File: src/rtl/adc_res_pkg.sv
package adc_res_pkg;
  localparam int unsigned BYTE_W = 8;

  typedef enum logic {
    PAIR_OPEN   = 1'b0,
    PAIR_FROZEN = 1'b1
  } pair_state_e;
endpackage

File: src/rtl/adc_res_store.sv
module adc_res_store
  import adc_res_pkg::*;
#(
  parameter int unsigned RES_W = 10
) (
  input  logic             clk,
  input  logic             rst,
  input  logic             conv_done,
  input  logic [RES_W-1:0] conv_data,
  input  logic             rd_lo,
  input  logic             rd_hi,
  output logic [RES_W-1:0] val_q,
  output logic             lock_q
);
  pair_state_e state_q, state_d;
  logic        accept;

  // A completion is dropped if the pair is frozen or is being frozen now
  assign accept = conv_done && (state_q == PAIR_OPEN) && !rd_lo;

  always_comb begin
    state_d = state_q;
    if (rd_hi)      state_d = PAIR_OPEN;
    else if (rd_lo) state_d = PAIR_FROZEN;
  end

  always_ff @(posedge clk) begin
    if (rst) begin
      state_q <= PAIR_OPEN;
      val_q   <= '0;
    end else begin
      state_q <= state_d;
      if (accept) val_q <= conv_data;
    end
  end

  assign lock_q = (state_q == PAIR_FROZEN);
endmodule

File: src/rtl/adc_res_align.sv
module adc_res_align
  import adc_res_pkg::*;
#(
  parameter int unsigned RES_W = 10
) (
  input  logic [RES_W-1:0]  val,
  input  logic              left_align,
  output logic [BYTE_W-1:0] byte_lo,
  output logic [BYTE_W-1:0] byte_hi
);
  localparam int unsigned PAIR_W = 2 * BYTE_W;
  localparam int unsigned PAD_W  = PAIR_W - RES_W;

  logic [PAIR_W-1:0] pair;

  generate
    if (PAD_W == 0) begin : g_full
      assign pair = val;
    end else begin : g_pad
      assign pair = left_align ? {val, {PAD_W{1'b0}}}
                               : {{PAD_W{1'b0}}, val};
    end
  endgenerate

  assign byte_hi = pair[PAIR_W-1:BYTE_W];
  assign byte_lo = pair[BYTE_W-1:0];
endmodule

File: src/rtl/adc_res_flag.sv
module adc_res_flag (
  input  logic clk,
  input  logic rst,
  input  logic set_i,
  input  logic clr_i,
  output logic flag_q
);
  always_ff @(posedge clk) begin
    if (rst)        flag_q <= 1'b0;
    else if (set_i) flag_q <= 1'b1;
    else if (clr_i) flag_q <= 1'b0;
  end
endmodule

File: src/rtl/adc_result_lock.sv
module adc_result_lock
  import adc_res_pkg::*;
#(
  parameter int unsigned RES_W = 10
) (
  input  logic              clk,
  input  logic              rst,
  input  logic              conv_done,
  input  logic [RES_W-1:0]  conv_data,
  input  logic              left_align,
  input  logic              rd_lo,
  input  logic              rd_hi,
  input  logic              flag_clr,
  output logic [BYTE_W-1:0] data_lo,
  output logic [BYTE_W-1:0] data_hi,
  output logic              irq_flag
);
  logic [RES_W-1:0] val_q;
  logic             lock_q;

  adc_res_store #(.RES_W(RES_W)) store_i (
    .clk       (clk),
    .rst       (rst),
    .conv_done (conv_done),
    .conv_data (conv_data),
    .rd_lo     (rd_lo),
    .rd_hi     (rd_hi),
    .val_q     (val_q),
    .lock_q    (lock_q)
  );

  adc_res_align #(.RES_W(RES_W)) align_i (
    .val        (val_q),
    .left_align (left_align),
    .byte_lo    (data_lo),
    .byte_hi    (data_hi)
  );

  adc_res_flag flag_i (
    .clk    (clk),
    .rst    (rst),
    .set_i  (conv_done),
    .clr_i  (flag_clr),
    .flag_q (irq_flag)
  );
endmodule

File: config.mk
export PLATFORM = sky130hd
export DESIGN_NAME = adc_result_lock
export DESIGN_NICKNAME = d
export VERILOG_FILES = /design/src/rtl/adc_res_pkg.sv /design/src/rtl/adc_res_store.sv /design/src/rtl/adc_res_align.sv /design/src/rtl/adc_res_flag.sv /design/src/rtl/adc_result_lock.sv
export SDC_FILE = /design/constraint.sdc
export NUM_CORES = 1
export LEC_CHECK = 0
export BUFFER_PORTS_ARGS = -buffer_cell sky130_fd_sc_hd__buf_2
export CAP_MARGIN = 20
export CORE_UTILIZATION = 25
export CTS_CLUSTER_SIZE = 25
export DETAILED_ROUTE_END_ITERATION = 12
export PLACE_DENSITY_LB_ADDON = 0.1
export SYNTH_ARGS = -nofsm -noshare
export SYNTH_HDL_FRONTEND = slang
export SYNTH_SLANG_ARGS = --single-unit
File: constraint.sdc
create_clock -name clk -period 1 [get_ports clk]
set_clock_uncertainty 0.05 [all_clocks]
set_input_delay 0.2 -clock clk [delete_from_list [all_inputs] [get_ports clk]]
set_output_delay 0.2 -clock clk [all_outputs]
set_load 0.005 [all_outputs]
Yosys cells after proc, flatten, opt, wreduce, memory -nomap -nowiden
Index checks and enable logic that the tools add are counted.
{ "op_classes": {"bitwise": 1, "mux": 3, "n_reduce_logical": 5} }
{ "op_table": {"columns": ["operator", "n"], "rows": [
  ["16-bit two-way mux", 1],
  ["1-bit logical AND", 2],
  ["1-bit two-way mux", 2],
  ["2-bit nonzero test", 1],
  ["2-bit OR reduction", 1],
  ["1-bit zero test", 1],
  ["1-bit inverter", 1]
]} }
{ "totals": {"wordCells": 12, "ff_bits": 12} }

Logic depth before layout (Yosys ltp)
Gate-level depths: netlist of run 1.
{ "depth": {"ltp_word": 3, "ltp_mapped": 3} }

Modules after synthesis
A second synthesis of run 1 with hierarchy kept.
{ "hier_totals": {"cells_unflattened": 69, "area_unflattened_um2": 681.9} }
{ "modules_own_cells": {"columns": ["module", "instances", "cells_per_inst", "seq_area_each_um2", "area_per_inst_um2"], "rows": [
  ["adc_res_store", 1, 47, 220.2, 485.5],
  ["adc_res_align", 1, 18, 0.0, 157.7],
  ["adc_res_flag", 1, 4, 20.0, 38.8]
]} }

Least setup slack after synthesis of run 1
Ideal clock, no wire load.
{ "synth_path": {"path_type": "in2out", "start": "in left_align", "end": "out data_hi[0]", "path_slack_ns": 0.057, "path_stages": 2, "arrival_ns": 0.693, "path_cell_list": "clkbuf_2 > mux2_2"} }
{ "synth_via": {"elab_chain_cells": 1} }
{ "synth_rtl": {"columns": ["element", "line", "rtl"], "rows": [
  ["start, declared", "adc_result_lock.sv:10", "input logic left_align,"],
  ["16-bit two-way mux", "adc_res_align.sv:20", "assign pair = left_align ? {val, {PAD_W{1'b0}}}"],
  ["end, declared", "adc_result_lock.sv:15", "output logic [BYTE_W-1:0] data_hi,"]
]} }
Every way passes these cells.

Worst setup path in the final report of run 1
{ "layout_path": {"start": "reg store_i.val_q[6]", "end": "out data_lo[6]"} }
{ "layout_via": {"elab_chain_cells": 1} }
{ "layout_rtl": {"columns": ["element", "line", "rtl"], "rows": [
  ["start, declared", "adc_res_store.sv:12", "output logic [RES_W-1:0] val_q,"],
  ["start signal, assigned", "adc_res_store.sv:33", "if (accept) val_q <= conv_data;"],
  ["16-bit two-way mux", "adc_res_align.sv:20", null],
  ["end, declared", "adc_result_lock.sv:14", "output logic [BYTE_W-1:0] data_lo,"]
]} }
Every way passes these cells.

==> results.json, run 1 <==
{
  "status": "complete, but fails checks",
  "violations": "negative setup slack",
  "chipHeight_um": 53.0,
  "top_level_ports": 34,
  "grt_max_degree": 23,
  "post_drt_wl_per_cell_um": 11.0,
  "finalCriticalPeriod_ns": 1.24,
  "ys_seq_area_frac": 0.369,
  "synthFlopType": "dfxtp_1",
  "gp_congestion": 0.651,
  "gr-usage-all-layers": 0.125,
  "ant_nets": 0,
  "htree_levels": 1,
  "holdPathEnd": "store_i.lock_q",
  "fill_cells": 269,
  "max_slew.worst_pin.slew_ns": 0.297,
  "synth_cell_type_count": 15,
  "route.vias.total": 598,
  "r2r_slack_ns": -0.05,
  "design_area_um2": 1060,
  "synth_top_area_share": 0.369,
  "finalHoldViolCount": 0,
  "crit_buf_inv": 1,
  "min_period_over_period": 1.24,
  "setup_ws_ns": -0.235,
  "clkSinkCount": 12,
  "core_um2": 2480,
  "cts-root-buf": "clkbuf_4",
  "critPathTopFamily": "flip-flops",
  "synthTopCellsByCount": "21 x nand2b_1, 12 x dfxtp_1, 10 x mux2i_1",
  "dieArea_um2": 2810,
  "clkLatencyLatePin_ns": 0.27,
  "crit_chain": "mux2_4 -> buf_6",
  "synth_area_per_cell_um2": 9.43,
  "arrival_ns": 0.99,
  "diodes": 0,
  "cp-end-kind": "output port",
  "crit_path_start_kind": "register",
  "p_per_area_nw_per_um2": 1090,
  "overflow": 0,
  "post-synth-top-count-cell": "nand2b_1",
  "die_x_um": 53.0,
  "drv_cap": 0,
  "ys_warn_count": 0,
  "setup.worst_path.class": "register to output port",
  "relSlewSlack": 0.802,
  "final-max-slew-violation-count": 0,
  "crit_path_max_fanout": 3,
  "dp_hpwl_um": 1020,
  "ys_ff_latch": 12,
  "syn-cell-area_um2": 651,
  "r2r_cells": 3,
  "grt_antenna_before_repair": 0,
  "required_ns": 0.75,
  "drt_iter0_markers": 5,
  "cts_tree": "yes",
  "rr_endpoint": "store_i.val_q[0]",
  "hp-start": "rd_hi",
  "drive_gt1_frac": 0.625,
  "slowest_stage": "dfxtp_2",
  "cpPeakStageDelay_ns": 0.33,
  "timing.fmax_mhz": 809,
  "setup_viol": 25,
  "min_path_cells": 2,
  "rsz0062_at_grt": "true",
  "p_leak_nw": 0.505,
  "grt_pass1_vias": 537,
  "hold_path_class": "input port to register",
  "finalWirelength_um": 1560,
  "grt_pass1_wl_um": 2420,
  "rr_startpoint": "store_i.lock_q",
  "viasPerCell": 4.21,
  "synthArstFlopShare": 0,
  "fin_setup_tns_ns": -2.60,
  "initial_core_util": 0.263,
  "synth_edf_count": 0,
  "ctsHoldBuffers": 0,
  "rows": 18,
  "numCtsBuffers": 3,
  "final_nets": 130,
  "netlist_instances": 69,
  "ys_top_cells_by_area": "dfxtp_1 37%, nand2b_1 20%, mux2i_1 15%",
  "area_growth_pct": 63.7,
  "placed_area_um2": 855,
  "drc": 0,
  "drtPass1Iterations": 2,
  "ir_drop_uv": 581,
  "syn_nets": 86,
  "cts_buffer_depth": 2,
  "clkTransAtPathRegs_ns": 0.08,
  "io_buffer_count": 33,
  "synth_top_area_cell": "dfxtp_1"
}
-- kinds of logic after synthesis --
group	synth area share
compound gates	0.00768
flops	0.369
simple gates	0.350
mux	0.223
buf+inv	0.0500
-- cell type report --
type	instances	area, µm²	share of cell area
multi-input cells	51	422	0.396
well taps	30	37.5	0.0353
flip-flops and latches	12	255	0.240
repair buffers	44	310	0.291
inverters	1	3.75	0.00353
clock buffers	4	36.3	0.0341
-- stage by stage --
step | hold slack (ns) | instances | power [mW] | util | setup WS (ns)
2_1_floorplan | 0.229 | 69 | 0.629 | - | 0.0570
3_3_place_gp | 0.318 | 131 | 0.704 | 0.345 | -0.0951
3_5_place_dp | 0.324 | 131 | 0.707 | 0.345 | -0.102
4_1_cts | 0.0199 | 140 | 1.14 | 0.390 | -0.258
5_1_grt | 0.00756 | 142 | 1.24 | 0.430 | -0.287
6_report | 0.0241 | 142 | 1.16 | 0.430 | -0.235
-- layout by cell type (no fill, tap or decap), types with 3 or more instances in the layout --
cell	synthesis	final
dfxtp_2	0	12
clkbuf_4	0	3
and2_1	6	3
nor2b_1	6	4
nand2b_1	21	21
buf_6	1	12
and2_4	0	3
mux2i_1	10	10
buf_4	0	6
mux2_4	0	4
buf_2	1	26
-- sequential cells by signal (all words and copies together) (netlist names) --
| name | flops |
|---|---|
| store_i.lock_q | 1 |
| flag_i.flag_q | 1 |
| store_i.val_q | 10 |
-- routing by layer --
| layer | up-vias | part of all wire | GRT usage |
|---|---|---|---|
| li1 | 307 | - | - |
| met1 | 270 | 0.47 | 0.149 |
| met2 | 19 | 0.46 | 0.196 |
| met3 | 2 | 0.058 | 0.0345 |
| met4 | 0 | 0.0064 | 0.0789 |
| met5 | - | 0 | 0 |
-- power by group --
part	switching, mW	internal, mW
Sequential	0.0170	0.508
Combinational	0.0873	0.153
Clock	0.170	0.221
Total	0.274	0.882
-- how the worst max path moves through the flow --
stage                       endpoint  cells past startpoint  slack, ns             start
after CTS                 data_hi[0]                      2      -0.26  store_i.val_q[8]
after global routing      data_hi[0]                      2      -0.29  store_i.val_q[8]
after detailed placement  data_lo[6]                      3      -0.10        left_align
final                     data_lo[6]                      2      -0.24  store_i.val_q[6]
after floorplan           data_hi[0]                      2       0.06        left_align
after global placement    data_hi[0]                      3       -0.1        left_align
-- repair_timing --
action / 4_1_cts / 5_1_grt
gates resized for setup: 16 / 18
buffers inserted: 5 / 2
pin swaps: 2 / 1
endpoints found under the setup margin: 26 / 27
gates cloned: 0 / 0
Power figures use the tool's default switching activity.
==> inputs of run 2 (changes only) <==
--- a/config.mk
+++ b/config.mk
@@ -11,6 +11,7 @@
 export CTS_CLUSTER_SIZE = 25
 export DETAILED_ROUTE_END_ITERATION = 12
 export PLACE_DENSITY_LB_ADDON = 0.1
+export SETUP_SLACK_MARGIN = 0.4
 export SYNTH_ARGS = -nofsm -noshare
 export SYNTH_HDL_FRONTEND = slang
 export SYNTH_SLANG_ARGS = --single-unit
==> run 2 against run 1 <==
Compared with the run above: critical path type unchanged; final cell count fell by 1.4%; clock power decreased by 4%; largest cell class unchanged; via count is 4.5% lower; sequential share of layout area decreased by 0.87 points; the flow still finishes with violations (negative setup slack); critical endpoint is now data_hi[1].
==> results.json, run 2 (synthesis gave the netlist of run 1 again) <==
{
  "status": "complete, but fails checks",
  "violations": "negative setup slack",
  "cts_buffer_depth": 2,
  "area_growth_pct": 69.8,
  "clkLatencyLatePin_ns": 0.26,
  "ant_nets": 0,
  "fill_cells": 249,
  "largest_reg_flops": 10,
  "cts-root-buf": "clkbuf_4",
  "crit_buf_inv": 1,
  "gp_congestion": 0.718,
  "finalWirelength_um": 1460,
  "htree_levels": 1,
  "drv_cap": 0,
  "cts_tree": "yes",
  "slowest_stage": "dfxtp_2",
  "clkTransAtPathRegs_ns": 0.08,
  "min_period_over_period": 1.23,
  "grt_max_degree": 23,
  "layout.cells.most_common": "buf_2",
  "met1_length_um": 623,
  "final-max-slew-violation-count": 0,
  "top_level_ports": 34,
  "viasPerCell": 4.08,
  "wl_met2_um": 753,
  "wl_met3_um": 77,
  "arrival_ns": 0.98,
  "crit_path_start_kind": "register",
  "crit_chain": "mux2_4 -> buf_6",
  "grt_pass1_vias": 497,
  "critPathTopFamily": "flip-flops",
  "clkSinkCount": 12,
  "final_cell_mix": "22 x buf_2, 21 x nand2b_1, 14 x buf_6",
  "hold_path_class": "input port to register",
  "drt_iter0_markers": 2,
  "p_per_area_nw_per_um2": 1040,
  "largest-register": "store_i.val_q",
  "p_leak_nw": 0.504,
  "crit_path_max_fanout": 3,
  "diodes": 0,
  "gr-usage-all-layers": 0.110,
  "route.vias.total": 571,
  "numCtsBuffers": 3,
  "regArea_um2": 255,
  "die_x_um": 53.0,
  "top_layer": "met4",
  "design_area_um2": 1100,
  "finalHoldViolCount": 0,
  "post_drt_wl_per_cell_um": 10.5,
  "initial_core_util": 0.263,
  "grt_antenna_before_repair": 0,
  "drive_gt1_frac": 0.682,
  "dieArea_um2": 2810,
  "finalCriticalPeriod_ns": 1.23,
  "required_ns": 0.75,
  "ir_drop_uv": 800,
  "setup.worst_path.class": "register to output port",
  "relSlewSlack": 0.815,
  "drc": 0,
  "setup_ws_ns": -0.231,
  "setup_viol": 26,
  "max_slew.worst_pin.slew_ns": 0.278,
  "overflow": 0,
  "final_nets": 128,
  "cp-end-kind": "output port",
  "drtPass1Iterations": 4,
  "rsz0062_at_grt": "true",
  "dpl.cell_count": 132,
  "multiInputGateArea_um2": 459,
  "finalNonFillerCells": 140,
  "dp_hpwl_um": 1060,
  "chipHeight_um": 53.0,
  "timing.fmax_mhz": 812,
  "io_buffer_count": 33,
  "cpPeakStageDelay_ns": 0.33,
  "core_um2": 2480,
  "rows": 18,
  "grt_pass1_wl_um": 2190,
  "placed_area_um2": 925
}
## run 2: cell types whose count changed in the layout (fill, tap and decap cells not counted), sizes merged
cell,previous run,this run
buf,44,42
## run 2: metal layers
| metal | track usage | vias up |
|---|---|---|
| met3 | 0.0517 | 2 |
| li1 | - | 300 |
| met5 | 0 | - |
| met4 | 0.0263 | 0 |
| met1 | 0.116 | 252 |
| met2 | 0.194 | 17 |
## run 2: per-stage QoR
stage	util	hold WS, ns	TNS [ns]	power (mW)	setup slack, ns
after floorplan	-	0.229	0	0.671	0.0796
after global placement	0.373	0.327	-0.938	0.734	-0.129
after detailed placement	0.373	0.321	-1.15	0.735	-0.137
after CTS	0.430	0.0283	-2.46	1.16	-0.253
after global routing	0.446	0.0235	-3.56	1.23	-0.278
final	0.446	0.0376	-2.31	1.15	-0.231
## run 2: final cells by class
cell class,count,area share
multi-input combinational,51,0.416
timing repair buffer,42,0.283
sequential,12,0.231
tap,30,0.0340
clock buffer,4,0.0328
inverter,1,0.00340
## run 2: timing repair
action	4_1_cts	5_1_grt
pin swaps	6	0
setup buffers	3	1
resized for setup	23	6
hold buffers	0	0
setup endpoints to repair	29	29
## run 2: worst paths after layout
kind,from,to,slack (ns),depth (start not counted)
worst max-delay path,store_i.val_q[9],data_hi[1],-0.23,2
worst min-delay path,rd_hi,store_i.lock_q,0.04,2
worst max register to register,store_i.lock_q,store_i.val_q[4],-0.04,3
worst min register to register,store_i.val_q[4],store_i.val_q[4],0.43,2
## run 2: power breakdown
part	leakage, nW	switching [mW]	internal, mW	total (mW)
registers	0.103	0.0195	0.508	0.527
clock network	0.0210	0.155	0.221	0.376
logic	0.380	0.0891	0.162	0.251
total	0.504	0.264	0.890	1.15
